**config.mk**
```make
export PLATFORM = sky130hd
export DESIGN_NAME = rtc_status_reg
export DESIGN_NICKNAME = d
export VERILOG_FILES = /design/src/rtl/rtcsr_pkg.sv /design/src/rtl/rtcsr_flag.sv /design/src/rtl/rtcsr_port.sv /design/src/rtl/rtcsr_irq.sv /design/src/rtl/rtc_status_reg.sv
export SDC_FILE = /design/constraint.sdc
export NUM_CORES = 1
export LEC_CHECK = 0
export ABC_AREA = 1
export BUFFER_PORTS_ARGS = -buffer_cell sky130_fd_sc_hd__buf_2
export CORE_ASPECT_RATIO = 1.4
export CORE_MARGIN = 1.5
export CORE_UTILIZATION = 40
export CTS_BUF_LIST = sky130_fd_sc_hd__clkbuf_16
export CTS_CLUSTER_DIAMETER = 150
export DETAILED_ROUTE_END_ITERATION = 8
export GPL_TIMING_DRIVEN = 0
export PLACE_DENSITY = 0.87
export RECOVER_POWER = 100
export SLEW_MARGIN = 0
export SYNTH_ARGS = -nofsm -noshare
export SYNTH_HDL_FRONTEND = slang
export SYNTH_SLANG_ARGS = --single-unit
```
**constraint.sdc**
```tcl
create_clock -name clk -period 1.8 [get_ports clk]
set_input_delay 0.09 -clock clk [delete_from_list [all_inputs] [get_ports clk]]
set_output_delay 0.09 -clock clk [all_outputs]
set_load 0.02 [all_outputs]
```
**src/rtl/rtcsr_pkg.sv**
```systemverilog
package rtcsr_pkg;
   localparam int NUM_SRC   = 7;
   localparam int SRC_TICK  = 1;
   localparam int CNT_EN_POS = 15;

   typedef logic [NUM_SRC-1:0] src_vec_t;

   function automatic int flag_pos(input int idx);
      case (idx)
         0: return 0;
         1: return 1;
         2: return 4;
         3: return 6;
         4: return 8;
         5: return 10;
         default: return 13;
      endcase
   endfunction

   function automatic int enable_pos(input int idx);
      case (idx)
         0: return 2;
         1: return 3;
         2: return 5;
         3: return 7;
         4: return 9;
         5: return 11;
         default: return 14;
      endcase
   endfunction
endpackage

```
**src/rtl/rtcsr_flag.sv**
```systemverilog
module rtcsr_flag #(
   parameter bit SET_WINS = 1'b1
) (
   input  logic clk,
   input  logic rst_n,
   input  logic set_i,
   input  logic clr_i,
   output logic q
);
   logic q_next;

   generate
      if (SET_WINS) begin : g_set_first
         always_comb q_next = set_i | (q & ~clr_i);

         assert_set_sticky_R5: assert property (@(posedge clk) disable iff (!rst_n)
            set_i |=> q);
      end else begin : g_clear_first
         always_comb q_next = (q | set_i) & ~clr_i;
      end
   endgenerate

   always_ff @(posedge clk or negedge rst_n) begin
      if (!rst_n) q <= 1'b0;
      else        q <= q_next;
   end

   // a lone clearing write drops the flag
   assert_clear_R3: assert property (@(posedge clk) disable iff (!rst_n)
      (clr_i && !set_i) |=> !q);
   // with neither a strobe nor a clear, the flag holds
   assert_hold_R2: assert property (@(posedge clk) disable iff (!rst_n)
      (!clr_i && !set_i) |=> $stable(q));
endmodule

```
**src/rtl/rtcsr_port.sv**
```systemverilog
module rtcsr_port
   import rtcsr_pkg::*;
#(
   parameter int          ADDR_W     = 8,
   parameter int          DATA_W     = 32,
   parameter logic [ADDR_W-1:0] REG_OFFSET = 8'h08
) (
   input  logic              clk,
   input  logic              rst_n,
   input  logic [ADDR_W-1:0] bus_addr,
   input  logic              bus_wr,
   input  logic [DATA_W-1:0] bus_wdata,
   output logic [DATA_W-1:0] bus_rdata,
   input  src_vec_t          flags,
   output src_vec_t          clr,
   output src_vec_t          en,
   output logic              cnt_en
);
   logic     hit;
   logic     wr_hit;
   src_vec_t wr_en_bits;
   logic [DATA_W-1:0] word;

   assign hit    = (bus_addr == REG_OFFSET);
   assign wr_hit = hit & bus_wr;

   always_comb begin
      for (int i = 0; i < NUM_SRC; i++) begin
         wr_en_bits[i] = bus_wdata[enable_pos(i)];
         clr[i]        = wr_hit & bus_wdata[flag_pos(i)];
      end
   end

   always_ff @(posedge clk or negedge rst_n) begin
      if (!rst_n) begin
         en     <= '0;
         cnt_en <= 1'b0;
      end else if (wr_hit) begin
         en     <= wr_en_bits;
         cnt_en <= bus_wdata[CNT_EN_POS];
      end
   end

   always_comb begin
      word = '0;
      for (int i = 0; i < NUM_SRC; i++) begin
         word[flag_pos(i)]   = flags[i];
         word[enable_pos(i)] = en[i];
      end
      word[CNT_EN_POS] = cnt_en;
   end

   assign bus_rdata = hit ? word : '0;

   // a write at the offset loads the enables from the write data
   assert_en_load_R4: assert property (@(posedge clk) disable iff (!rst_n)
      wr_hit |=> (en == $past(wr_en_bits)) && (cnt_en == $past(bus_wdata[CNT_EN_POS])));
   // no write at the offset, no enable change
   assert_en_hold_R9: assert property (@(posedge clk) disable iff (!rst_n)
      !wr_hit |=> $stable(en) && $stable(cnt_en));
   // reserved positions never read as one
   assert_reserved_zero_R8: assert property (@(posedge clk) disable iff (!rst_n)
      (bus_rdata[12] == 1'b0) && (bus_rdata[DATA_W-1:16] == '0));
endmodule

```
**src/rtl/rtcsr_irq.sv**
```systemverilog
module rtcsr_irq
   import rtcsr_pkg::*;
#(
   parameter int TICK_IDX = SRC_TICK
) (
   input  logic     clk,
   input  logic     rst_n,
   input  src_vec_t flags,
   input  src_vec_t en,
   output logic     irq_tick,
   output logic     irq_alarm
);
   src_vec_t live;
   src_vec_t alarm_mask;

   always_comb begin
      for (int i = 0; i < NUM_SRC; i++) alarm_mask[i] = (i != TICK_IDX);
   end

   assign live      = flags & en;
   assign irq_tick  = live[TICK_IDX];
   assign irq_alarm = |(live & alarm_mask);

   // a rising alarm interrupt needs a new flag or a new enable
   assert_alarm_cause_R7: assert property (@(posedge clk) disable iff (!rst_n)
      $rose(irq_alarm) |-> ((flags & ~$past(flags)) != '0) || ((en & ~$past(en)) != '0));
   // a rising tick interrupt needs the tick flag or enable to rise
   assert_tick_cause_R6: assert property (@(posedge clk) disable iff (!rst_n)
      $rose(irq_tick) |-> ($rose(flags[TICK_IDX]) || $rose(en[TICK_IDX])));
endmodule

```
**src/rtl/rtc_status_reg.sv**
```systemverilog
module rtc_status_reg
   import rtcsr_pkg::*;
#(
   parameter int          ADDR_W     = 8,
   parameter int          DATA_W     = 32,
   parameter logic [ADDR_W-1:0] REG_OFFSET = 8'h08,
   parameter bit          SET_WINS   = 1'b1
) (
   input  logic              clk,
   input  logic              rst_n,
   input  logic [ADDR_W-1:0] bus_addr,
   input  logic              bus_wr,
   input  logic [DATA_W-1:0] bus_wdata,
   output logic [DATA_W-1:0] bus_rdata,
   input  logic [NUM_SRC-1:0] ev_strobe,
   output logic              irq_tick,
   output logic              irq_alarm
);
   localparam int ALIGN = DATA_W / 8;

   generate
      if (DATA_W < 16) begin : g_bad_width
         $error("rtc_status_reg: DATA_W must hold bit 15");
      end
      if ((REG_OFFSET % ALIGN) != 0) begin : g_bad_offset
         $error("rtc_status_reg: REG_OFFSET must be word aligned");
      end
   endgenerate

   src_vec_t flags;
   src_vec_t clr;
   src_vec_t en;
   logic     cnt_en;

   rtcsr_port #(
      .ADDR_W(ADDR_W), .DATA_W(DATA_W), .REG_OFFSET(REG_OFFSET)
   ) u_port (
      .clk(clk), .rst_n(rst_n), .bus_addr(bus_addr), .bus_wr(bus_wr),
      .bus_wdata(bus_wdata), .bus_rdata(bus_rdata), .flags(flags),
      .clr(clr), .en(en), .cnt_en(cnt_en)
   );

   generate
      for (genvar g = 0; g < NUM_SRC; g++) begin : g_flag
         rtcsr_flag #(.SET_WINS(SET_WINS)) u_flag (
            .clk(clk), .rst_n(rst_n), .set_i(ev_strobe[g]),
            .clr_i(clr[g]), .q(flags[g])
         );
      end
   endgenerate

   rtcsr_irq #(.TICK_IDX(SRC_TICK)) u_irq (
      .clk(clk), .rst_n(rst_n), .flags(flags), .en(en),
      .irq_tick(irq_tick), .irq_alarm(irq_alarm)
   );
endmodule

```
==> impl_metrics.env, run 1 <==
export IMPL_clkSlewWorstSetupHoldPaths_ps=40
export IMPL_placed_area_sq_um=1280
export IMPL_grt_pass1_wl_um=3380
export IMPL_synth_seq_cells=15
export IMPL_final_nets=258
export IMPL_crit_family="buffers and inverters"
export IMPL_dp_cells=224
export IMPL_fp_dieW_um=44.2
export IMPL_cts_sinks=15
export IMPL_use_met3_pct=2.98
export IMPL_drv_slew=0
export IMPL_vias=933
export IMPL_power_leakage_uw=0.000835
export IMPL_gp_congestion=0.749
export IMPL_final_cell_mix="nand2_1 (37), buf_2 (32), inv_1 (26)"
export IMPL_crit_required_ps=1710
export IMPL_grt_max_degree=16
export IMPL_first_global_vias=846
export IMPL_dieArea_sq_um=2680
export IMPL_hpwl_um=1550
export IMPL_portBuffers=48
export IMPL_wl_per_cell_um=8.49
export IMPL_stdcell_count=229
export IMPL_row_count=20
export IMPL_cts_tree="built"
export IMPL_chipHeight_um=60.6
export IMPL_syn_area_sq_um=948
export IMPL_antenna_found_initial=0
export IMPL_grt_setup_unrepaired="no"
export IMPL_clk_path_buf_depth=2
export IMPL_fin_area_sq_um=1340
export IMPL_outcome="complete, no violations"
export IMPL_cp_max_fo=10
export IMPL_cpPeakStageDelay_ps=250
export IMPL_drt_total_wl_um=1950
export IMPL_end_kind="output pin"
export IMPL_final_common_cell="nand2_1"
export IMPL_worst_pin_slew_ps=771
export IMPL_ios=84
export IMPL_diodes=0
export IMPL_gr_total_overflow=0
export IMPL_first_pass_iters=4
export IMPL_viasPerCell=4.07
export IMPL_cp_common_cell="nor2_1"
export IMPL_postCtsHoldBufs=1
export IMPL_setup_viol=0
export IMPL_critical_path_buf_inv_count=4
export IMPL_root_buffer="clkbuf_16"
export IMPL_slew_headroom_pct=48.6
export IMPL_hp_class="input pin to flip-flop"
export IMPL_track_usage_pct=17.1
export IMPL_hold_viol_final=0
export IMPL_drcViolationCount=0
export IMPL_yosys_warnings=0
export IMPL_syn_inst=138
export IMPL_seq_area_frac_synth_pct=39.6
export IMPL_max_cap_violations=0
export IMPL_fin_crit_sh_pct=73.2
export IMPL_path_cells="buf_2 -> nor2_1 -> nand2_1 -> nor2_4 -> inv_1 -> buf_6 -> nor2_1 -> clkbuf_1"
export IMPL_powerDensity_nw_per_um2=679
export IMPL_cts_resized=0
export IMPL_gr_usage_met1_pct=19.2
export IMPL_htreeDepth=1
export IMPL_path_class="input pin to output pin"
export IMPL_totalPowerFinal_uw=908
export IMPL_syn_avg_cell_area_sq_um=6.87
export IMPL_insertion_delay_ps=240
export IMPL_final_util_pct=60.7
export IMPL_cts_setup_buffers=0
export IMPL_crit_slowest_cell="clkbuf_1"
export IMPL_fillers=241
export IMPL_area_growth_pct=40.9
export IMPL_peakVddDrop_v=0.000549
export IMPL_crit_path_start_kind="input pin"
export IMPL_final_antenna_net_count=0
export IMPL_skew_ps=0
export IMPL_core_area_sq_um=2200
export IMPL_drive_gt1_share_pct=26.1
export IMPL_crit_arrival_ps=1230
export IMPL_fmax_mhz=759
export IMPL_drt_iter0_drc=8
export IMPL_fin_crit_ps=1320
export IMPL_cts_buffers=3
export IMPL_met2_usage_pct=30.7
export IMPL_grt_busiest_layer="met2"
export IMPL_synth_cell_types=14
export IMPL_start_util_pct=43.1
export IMPL_finalSetupTns_ps=0
[per-layer routing]
metal	share of wire (%)	vias up
met5	0	-
met4	0.72	0
met3	6.6	2
met2	54	34
met1	38	387
li1	-	510
[tightest hold or removal path, stage by stage]
cell,delay [ps]
buf_2,70
inv_1,30
nand2_1,50
[synthesized netlist by cell type]
cell type | count | area share [%]
buf_2 | 1 | 0.53
buf_4 | 17 | 13
buf_6 | 2 | 2.4
clkbuf_1 | 1 | 0.40
conb_1 | 1 | 0.40
dfrtp_1 | 15 | 40
inv_1 | 24 | 9.5
inv_2 | 1 | 0.40
nand2_1 | 37 | 15
nand3_1 | 16 | 8.4
nor2_1 | 20 | 7.9
nor2_4 | 1 | 1.2
o21ai_0 | 1 | 0.53
o22ai_1 | 1 | 0.66
[final cells by class]
type	instances	area, sq um	share of cell area, %
Inverter	25	93.8	7.02
Tap cell	22	27.5	2.06
Sequential cell	15	375	28.1
Clock buffer	3	75.1	5.62
Buffer	21	151	11.3
Clock inverter	1	3.75	0.281
Multi-Input combinational cell	93	380	28.5
Timing Repair Buffer	49	229	17.1
[path summary, 6_finish.rpt]
kind	start	to	slack (ps)	depth (start not counted)
worst max-delay path	bus_addr[1]	bus_rdata[2]	480	8
worst min-delay path	ev_strobe[3]	g_flag[3].u_flag.q$_DFF_PN0_	30	3
worst max register to register	u_port.en[6]$_DFFE_PN0N_	u_port.en[6]$_DFFE_PN0N_	1170	2
worst min register to register	u_port.en[4]$_DFFE_PN0N_	u_port.en[4]$_DFFE_PN0N_	470	2
max in group asynchronous	rst_n	u_port.en[4]$_DFFE_PN0N_	880	2
min in group asynchronous	rst_n	u_port.en[5]$_DFFE_PN0N_	440	2
[through the flow]
stage | hold slack, ps | setup WS, ps
floorplan | -206 | 767
global placement | 6.61 | 608
detailed placement | 4.58 | 606
CTS | 28.3 | 587
global route | 37.5 | 295
finish | 29.9 | 483
[flip-flops by register name, indices dropped and copies added (netlist names)]
register and count:
g_flag.u_flag.q 7, u_port.cnt_en 1, u_port.en 7
[power breakdown]
part / internal (uW) / leakage (uW) / total (uW) / switching (uW)
logic: 64.6 / 0.000621 / 148 / 83.4
registers: 347 / 0.000172 / 353 / 5.36
clock network: 292 / 0.0000423 / 407 / 115
[kinds of logic after synthesis]
logic type | synth area share [%]
AO/OA/AOI/OAI | 1.19
buffers and inverters | 26.6
flip-flops | 39.6
other | 0.395
AND/OR/NAND/NOR | 32.2
No activity file was read; power rests on OpenSTA's default activity.
==> inputs of run 2 (changes only) <==
--- a/config.mk
+++ b/config.mk
@@ -5,16 +5,16 @@
 export SDC_FILE = /design/constraint.sdc
 export NUM_CORES = 1
 export LEC_CHECK = 0
-export ABC_AREA = 1
+export ABC_AREA = 0
 export BUFFER_PORTS_ARGS = -buffer_cell sky130_fd_sc_hd__buf_2
 export CORE_ASPECT_RATIO = 1.4
 export CORE_MARGIN = 1.5
-export CORE_UTILIZATION = 40
+export CORE_UTILIZATION = 37
 export CTS_BUF_LIST = sky130_fd_sc_hd__clkbuf_16
 export CTS_CLUSTER_DIAMETER = 150
 export DETAILED_ROUTE_END_ITERATION = 8
 export GPL_TIMING_DRIVEN = 0
-export PLACE_DENSITY = 0.87
+export PLACE_DENSITY = 0.81
 export RECOVER_POWER = 100
 export SLEW_MARGIN = 0
 export SYNTH_ARGS = -nofsm -noshare
==> constraint.sdc (replaced) <==
create_clock -name clk -period 1.3 [get_ports clk]
set_input_delay 0.065 -clock clk [delete_from_list [all_inputs] [get_ports clk]]
set_output_delay 0.065 -clock clk [all_outputs]
set_load 0.02 [all_outputs]
==> impl_metrics.env, run 2 <==
export IMPL_outcome="complete, no violations"
export IMPL_hold_viol_final=0
export IMPL_gr_total_overflow=0
export IMPL_crit_arrival_ps=1160
export IMPL_seq_area_frac_synth_pct=40.1
export IMPL_first_pass_iters=4
export IMPL_worst_pin_slew_ps=823
export IMPL_syn_avg_cell_area_sq_um=11.3
export IMPL_clkSlewWorstSetupHoldPaths_ps=50
export IMPL_wl_per_cell_um=11.3
export IMPL_drt_total_wl_um=2120
export IMPL_synth_edf_count=0
export IMPL_final_common_cell="buf_2"
export IMPL_placed_area_sq_um=1280
export IMPL_crit_path_start_kind="input pin"
export IMPL_p_sw_share_pct=23.4
export IMPL_fmax_mhz=814
export IMPL_synth_commonest_cells="buf_4 (17), and3_1 (15), dfrtp_1 (15), mux2_4 (7)"
export IMPL_root_buffer="clkbuf_16"
export IMPL_first_global_vias=763
export IMPL_row_count=21
export IMPL_cts_buffers=3
export IMPL_insertion_delay_ps=240
export IMPL_synth_seq_cells=15
export IMPL_multi_input_area_sq_um=432
export IMPL_cp_common_cell="clkbuf_2"
export IMPL_dieArea_sq_um=2850
export IMPL_syn_area_sq_um=937
export IMPL_skew_ps=0
export IMPL_crit_required_ps=1240
export IMPL_path_cells="clkbuf_1 -> nor4b_4 -> buf_4 -> clkbuf_2 -> and3_1 -> clkbuf_2"
export IMPL_drv_slew=0
export IMPL_rrSetupSlack_ps=490
export IMPL_ios=84
export IMPL_ys_async_sr_fraction_pct=100
export IMPL_cts_tree="built"
export IMPL_htreeDepth=1
export IMPL_clkPwrFrac_pct=45.4
export IMPL_drt_iter0_drc=17
export IMPL_crit_slowest_cell="nor4b_4"
export IMPL_yosysTopAreaCellShare_pct=40.1
export IMPL_vias=836
export IMPL_viasPerCell=4.47
export IMPL_peakVddDrop_v=0.000815
export IMPL_p_seq_share_pct=38.0
export IMPL_fp_dieW_um=45.5
export IMPL_grt_setup_unrepaired="no"
export IMPL_end_kind="output pin"
export IMPL_slew_headroom_pct=45.2
export IMPL_gp_congestion=0.701
export IMPL_antenna_found_initial=0
export IMPL_setup_viol=0
export IMPL_diodes=0
export IMPL_final_nets=204
export IMPL_yosys_warnings=0
export IMPL_synthMostInstantiatedCell="buf_4"
export IMPL_final_antenna_net_count=0
export IMPL_core_area_sq_um=2390
export IMPL_drcViolationCount=0
export IMPL_syn_inst=83
export IMPL_grt_max_degree=16
export IMPL_fin_area_sq_um=1340
export IMPL_hp_class="input pin to flip-flop"
export IMPL_hpwl_um=1660
export IMPL_max_cap_violations=0
export IMPL_yosys_top_cells_area="dfrtp_1 (40%), buf_4 (14%), mux2_4 (11%), and3_1 (10%), a21o_1 (3.2%)"
export IMPL_portBuffers=49
export IMPL_track_usage_pct=16.8
export IMPL_worstRegToRegCells=1
export IMPL_power_switching_uw=302
export IMPL_crit_end="bus_rdata[2]"
export IMPL_area_growth_pct=43.1
export IMPL_final_cell_mix="buf_2 (32), buf_4 (19), conb_1 (17)"
export IMPL_path_class="input pin to output pin"
export IMPL_drive_gt1_share_pct=47.1
export IMPL_critPathLaunch="bus_addr[2]"
export IMPL_grt_pass1_wl_um=3450
export IMPL_clk_path_buf_depth=2
export IMPL_fin_crit_sh_pct=94.5
export IMPL_rr_startpoint="u_port.en[4]$_DFFE_PN0N_"
export IMPL_power_leakage_uw=0.000766
export IMPL_start_util_pct=39.2
export IMPL_cts_sinks=15
export IMPL_cpPeakStageDelay_ps=290
export IMPL_p_comb_share_pct=16.6
export IMPL_synth_top_cell_by_area="dfrtp_1"
export IMPL_synth_cell_types=18
export IMPL_fin_crit_ps=1230
export IMPL_chipHeight_um=62.6
export IMPL_rr_endpoint="u_port.en[4]$_DFFE_PN0N_"
export IMPL_cp_max_fo=10
export IMPL_powerDensity_nw_per_um2=960
export IMPL_finalSetupTns_ps=0
export IMPL_p_int_uw=986
export IMPL_regArea_sq_um=375
export IMPL_synth_flop_cell="dfrtp_1"
export IMPL_fillers=222
export IMPL_top_regs="g_flag.u_flag.q: 7 flops, u_port.en: 7 flops, u_port.cnt_en: 1 flops"
run 2: cell types whose count changed after synthesis, sizes merged, moves of 8 or more:
cell	before	now
nand2	37	0
inv	25	0
nor2	21	0
and3	0	15
nand3	16	2
mux2	0	8
run 2: cell type report:
cell class / instances / area share [%]
clock buffer: 3 / 5.60
clock inverter: 1 / 0.280
buffer: 21 / 11.7
sequential: 15 / 28.0
multi-input combinational: 62 / 32.2
tap: 34 / 3.17
timing repair buffer: 51 / 19.1
run 2: layer usage:
metal | GRT usage, % | share of wire [%] | vias to the layer above
li1 | - | - | 403
met1 | 20.0 | 39 | 382
met2 | 26.8 | 52 | 47
met3 | 3.76 | 7.6 | 4
met4 | 8.82 | 1.9 | 0
met5 | 0 | 0 | -
run 2: per-stage QoR:
step / setup WS [ps] / util, % / hold WS (ps) / instances / total power (uW)
2_1_floorplan: 258 / - / -231 / 99 / 632
3_3_place_gp: 0.153 / 53.7 / -20.7 / 182 / 711
3_5_place_dp: -46.6 / 53.7 / -16.8 / 182 / 716
4_1_cts: 4.38 / 58.0 / 2.46 / 188 / 1300
5_1_grt: 5.69 / 56.1 / 12.2 / 187 / 1340
6_report: 71.8 / 56.1 / 5.68 / 187 / 1290
run 2: worst min-delay path by stage:
stage | startpoint | to | slack [ps] | cells past startpoint
finish | ev_strobe[5] | g_flag[5].u_flag.q$_DFF_PN0_ | 6 | 2
detailed placement | rst_n | g_flag[1].u_flag.q$_DFF_PN0_ | -20 | 1
CTS | ev_strobe[5] | g_flag[5].u_flag.q$_DFF_PN0_ | 2 | 2
global route | ev_strobe[5] | g_flag[5].u_flag.q$_DFF_PN0_ | 10 | 2
floorplan | rst_n | g_flag[0].u_flag.q$_DFF_PN0_ | -230 | 0
global placement | rst_n | g_flag[1].u_flag.q$_DFF_PN0_ | -20 | 1
run 2: what timing repair did:
item | 4_1_cts | 5_1_grt
hold endpoints to repair | 15 | 0
setup endpoints to repair | 10 | 10
hold buffers | 1 | 0
buffers inserted | 1 | 0
gates resized for setup | 2 | 1
run 2: cell families (layout without fill, tap and decap cells):
logic type             count (synthesis)  in the layout  synth area share [%]
AO/OA/AOI/OAI                         10             10                  8.41
flip-flops                            15             15                  40.1
other                                  1             17                 0.400
buffers and inverters                 22             76                  17.0
AND/OR/NAND/NOR                       27             27                  21.8
multiplexers                           8              8                  12.4
run 2: power by group through the flow:
stage               Sequential, uW  Combinational, uW  Clock, uW
global placement               496                215          0
global route                   491                233        612
floorplan                      493                138          0
detailed placement             497                219          0
finish                         489                214        585
CTS                            489                224        588
run 2: critical path, delay by kind of cell:
| kind | cells | cell delay [ps] |
|---|---|---|
| buffers and inverters | 4 | 620 |
| AND/OR/NAND/NOR | 2 | 480 |
==> inputs of run 3 (changes only) <==
==> constraint.sdc (replaced) <==
create_clock -name clk -period 1.3 [get_ports clk]
set_input_delay 0.39 -clock clk [delete_from_list [all_inputs] [get_ports clk]]
set_output_delay 0.39 -clock clk [all_outputs]
set_load 0.02 [all_outputs]
==> impl_metrics.env, run 3 (same netlist as run 2, synthesis figures left out) <==
export IMPL_root_buffer="clkbuf_16"
export IMPL_drive_gt1_share_pct=70.8
export IMPL_p_seq_share_pct=35.3
export IMPL_core_area_sq_um=2390
export IMPL_skew_ps=0
export IMPL_diodes=0
export IMPL_cts_buffers=3
export IMPL_p_sw_share_pct=25.2
export IMPL_setup_slack_ps=-463
export IMPL_chipHeight_um=62.6
export IMPL_wl_per_cell_um=16.4
export IMPL_dp_cells=182
export IMPL_power_switching_uw=352
export IMPL_hold_viol_final=0
export IMPL_clk_path_buf_depth=2
export IMPL_ios=84
export IMPL_slew_headroom_pct=43.8
export IMPL_worst_pin_slew_ps=843
export IMPL_antenna_found_initial=0
export IMPL_gr_total_overflow=0
export IMPL_max_cap_violations=0
export IMPL_crit_family="buffers and inverters"
export IMPL_peakVddDrop_v=0.00103
export IMPL_critical_path_buf_inv_count=4
export IMPL_p_int_uw=1040
export IMPL_cpPeakStageDelay_ps=310
export IMPL_fin_crit_sh_pct=136
export IMPL_gp_congestion=0.756
export IMPL_area_growth_pct=93.9
export IMPL_row_count=21
export IMPL_crit_arrival_ps=1370
export IMPL_drt_iter0_drc=33
export IMPL_grt_setup_unrepaired="yes"
export IMPL_dieArea_sq_um=2850
export IMPL_outcome="finished with violations"
export IMPL_placed_area_sq_um=1360
export IMPL_hp_class="input pin to asynchronous set/reset pin"
export IMPL_power_leakage_uw=0.000921
export IMPL_crit_slowest_cell="nor4_4"
export IMPL_cp_common_cell="buf_6"
export IMPL_postCtsHoldBufs=0
export IMPL_top_regs="g_flag.u_flag.q: 7 flops, u_port.en: 7 flops, u_port.cnt_en: 1 flops"
export IMPL_insertion_delay_ps=250
export IMPL_fp_dieW_um=45.5
export IMPL_p_comb_share_pct=21.0
export IMPL_crit_path_start_kind="input pin"
export IMPL_first_pass_iters=4
export IMPL_final_cell_mix="buf_6 (29), buf_4 (28), buf_2 (27)"
export IMPL_cts_sinks=15
export IMPL_path_cells="buf_6 -> nor4_4 -> buf_6 -> buf_6 -> and3_4 -> buf_6"
export IMPL_start_util_pct=39.2
export IMPL_fillers=150
export IMPL_crit_required_ps=910
export IMPL_htreeDepth=1
export IMPL_portBuffers=49
export IMPL_clkSlewWorstSetupHoldPaths_ps=50
export IMPL_final_common_cell="buf_6"
export IMPL_fin_area_sq_um=1820
export IMPL_path_class="input pin to output pin"
export IMPL_fin_crit_ps=1760
export IMPL_drv_slew=0
export IMPL_dp_slack_ps=-583
export IMPL_setup_viol=27
export IMPL_drt_total_wl_um=3360
export IMPL_grt_max_degree=16
export IMPL_cp_max_fo=5
export IMPL_multi_input_area_sq_um=563
export IMPL_stdcell_count=205
export IMPL_grt_pass1_wl_um=5160
export IMPL_holdWs_ps=218
export IMPL_fmax_mhz=567
export IMPL_vias=976
export IMPL_clkPwrFrac_pct=43.7
export IMPL_end_kind="output pin"
export IMPL_hpwl_um=1720
export IMPL_powerDensity_nw_per_um2=767
export IMPL_violations="setup timing"
export IMPL_regArea_sq_um=375
export IMPL_viasPerCell=4.76
export IMPL_track_usage_pct=25.8
export IMPL_cts_tree="built"
export IMPL_drcViolationCount=0
export IMPL_final_nets=222
export IMPL_first_global_vias=986
export IMPL_final_antenna_net_count=0
export IMPL_final_util_pct=76.0
[run 3: changes by cell type in the layout (fill, tap and decap cells not counted), sizes merged]
cell         previous run  this run
buf                    52        88
dlygate4sd3             1         0
clkbuf                 22         5
[run 3: what timing repair did]
action	in CTS	in global routing
setup buffers	11	5
resized for setup	57	4
hold endpoints to repair	0	0
gates cloned	3	0
pin swaps	18	19
setup endpoints to repair	21	29
[run 3: area by class of cell]
| class | instances | share of cell area (%) |
|---|---|---|
| clock inverters | 1 | 0.207 |
| flip-flops and latches | 15 | 20.7 |
| plain buffers | 22 | 10.3 |
| repair buffers | 68 | 31.3 |
| well taps | 34 | 2.34 |
| multi-input cells | 62 | 31.0 |
| clock buffers | 3 | 4.13 |
[run 3: power by group through the flow]
stage / sequential [uW] / clock (uW) / combinational (uW)
2_1_floorplan: 494 / 0 / 143
3_5_place_dp: 497 / 0 / 224
4_1_cts: 490 / 590 / 274
5_1_grt: 492 / 634 / 310
3_3_place_gp: 497 / 0 / 220
6_report: 491 / 609 / 293
[run 3: per-layer routing]
layer / track usage, % / vias to the layer above / share of wire (%)
li1: - / 443 / -
met3: 6.94 / 18 / 5.0
met5: 0 / - / 0
met1: 27.6 / 457 / 34
met2: 41.4 / 58 / 54
met4: 18.0 / 0 / 6.4
[run 3: per-stage QoR]
step           TNS, ps  power (uW)
2_1_floorplan    -4180         637
3_3_place_gp    -10080         716
3_5_place_dp    -10770         721
4_1_cts          -7410        1350
5_1_grt          -9070        1440
6_report         -8250        1390
[run 3: worst paths after layout]
check | cells after the start | slack, ps | startpoint | end
min in group clk | 2 | 320 | ev_strobe[5] | g_flag[5].u_flag.q$_DFF_PN0_
max in group asynchronous | 1 | 560 | rst_n | g_flag[3].u_flag.q$_DFF_PN0_
hold reg to reg | 1 | 530 | u_port.cnt_en$_DFFE_PN0N_ | u_port.cnt_en$_DFFE_PN0N_
setup reg to reg | 3 | 280 | u_port.en[2]$_DFFE_PN0N_ | u_port.en[2]$_DFFE_PN0N_
hold / removal | 1 | 220 | rst_n | g_flag[0].u_flag.q$_DFF_PN0_
setup / recovery | 6 | -460 | bus_addr[6] | bus_rdata[6]
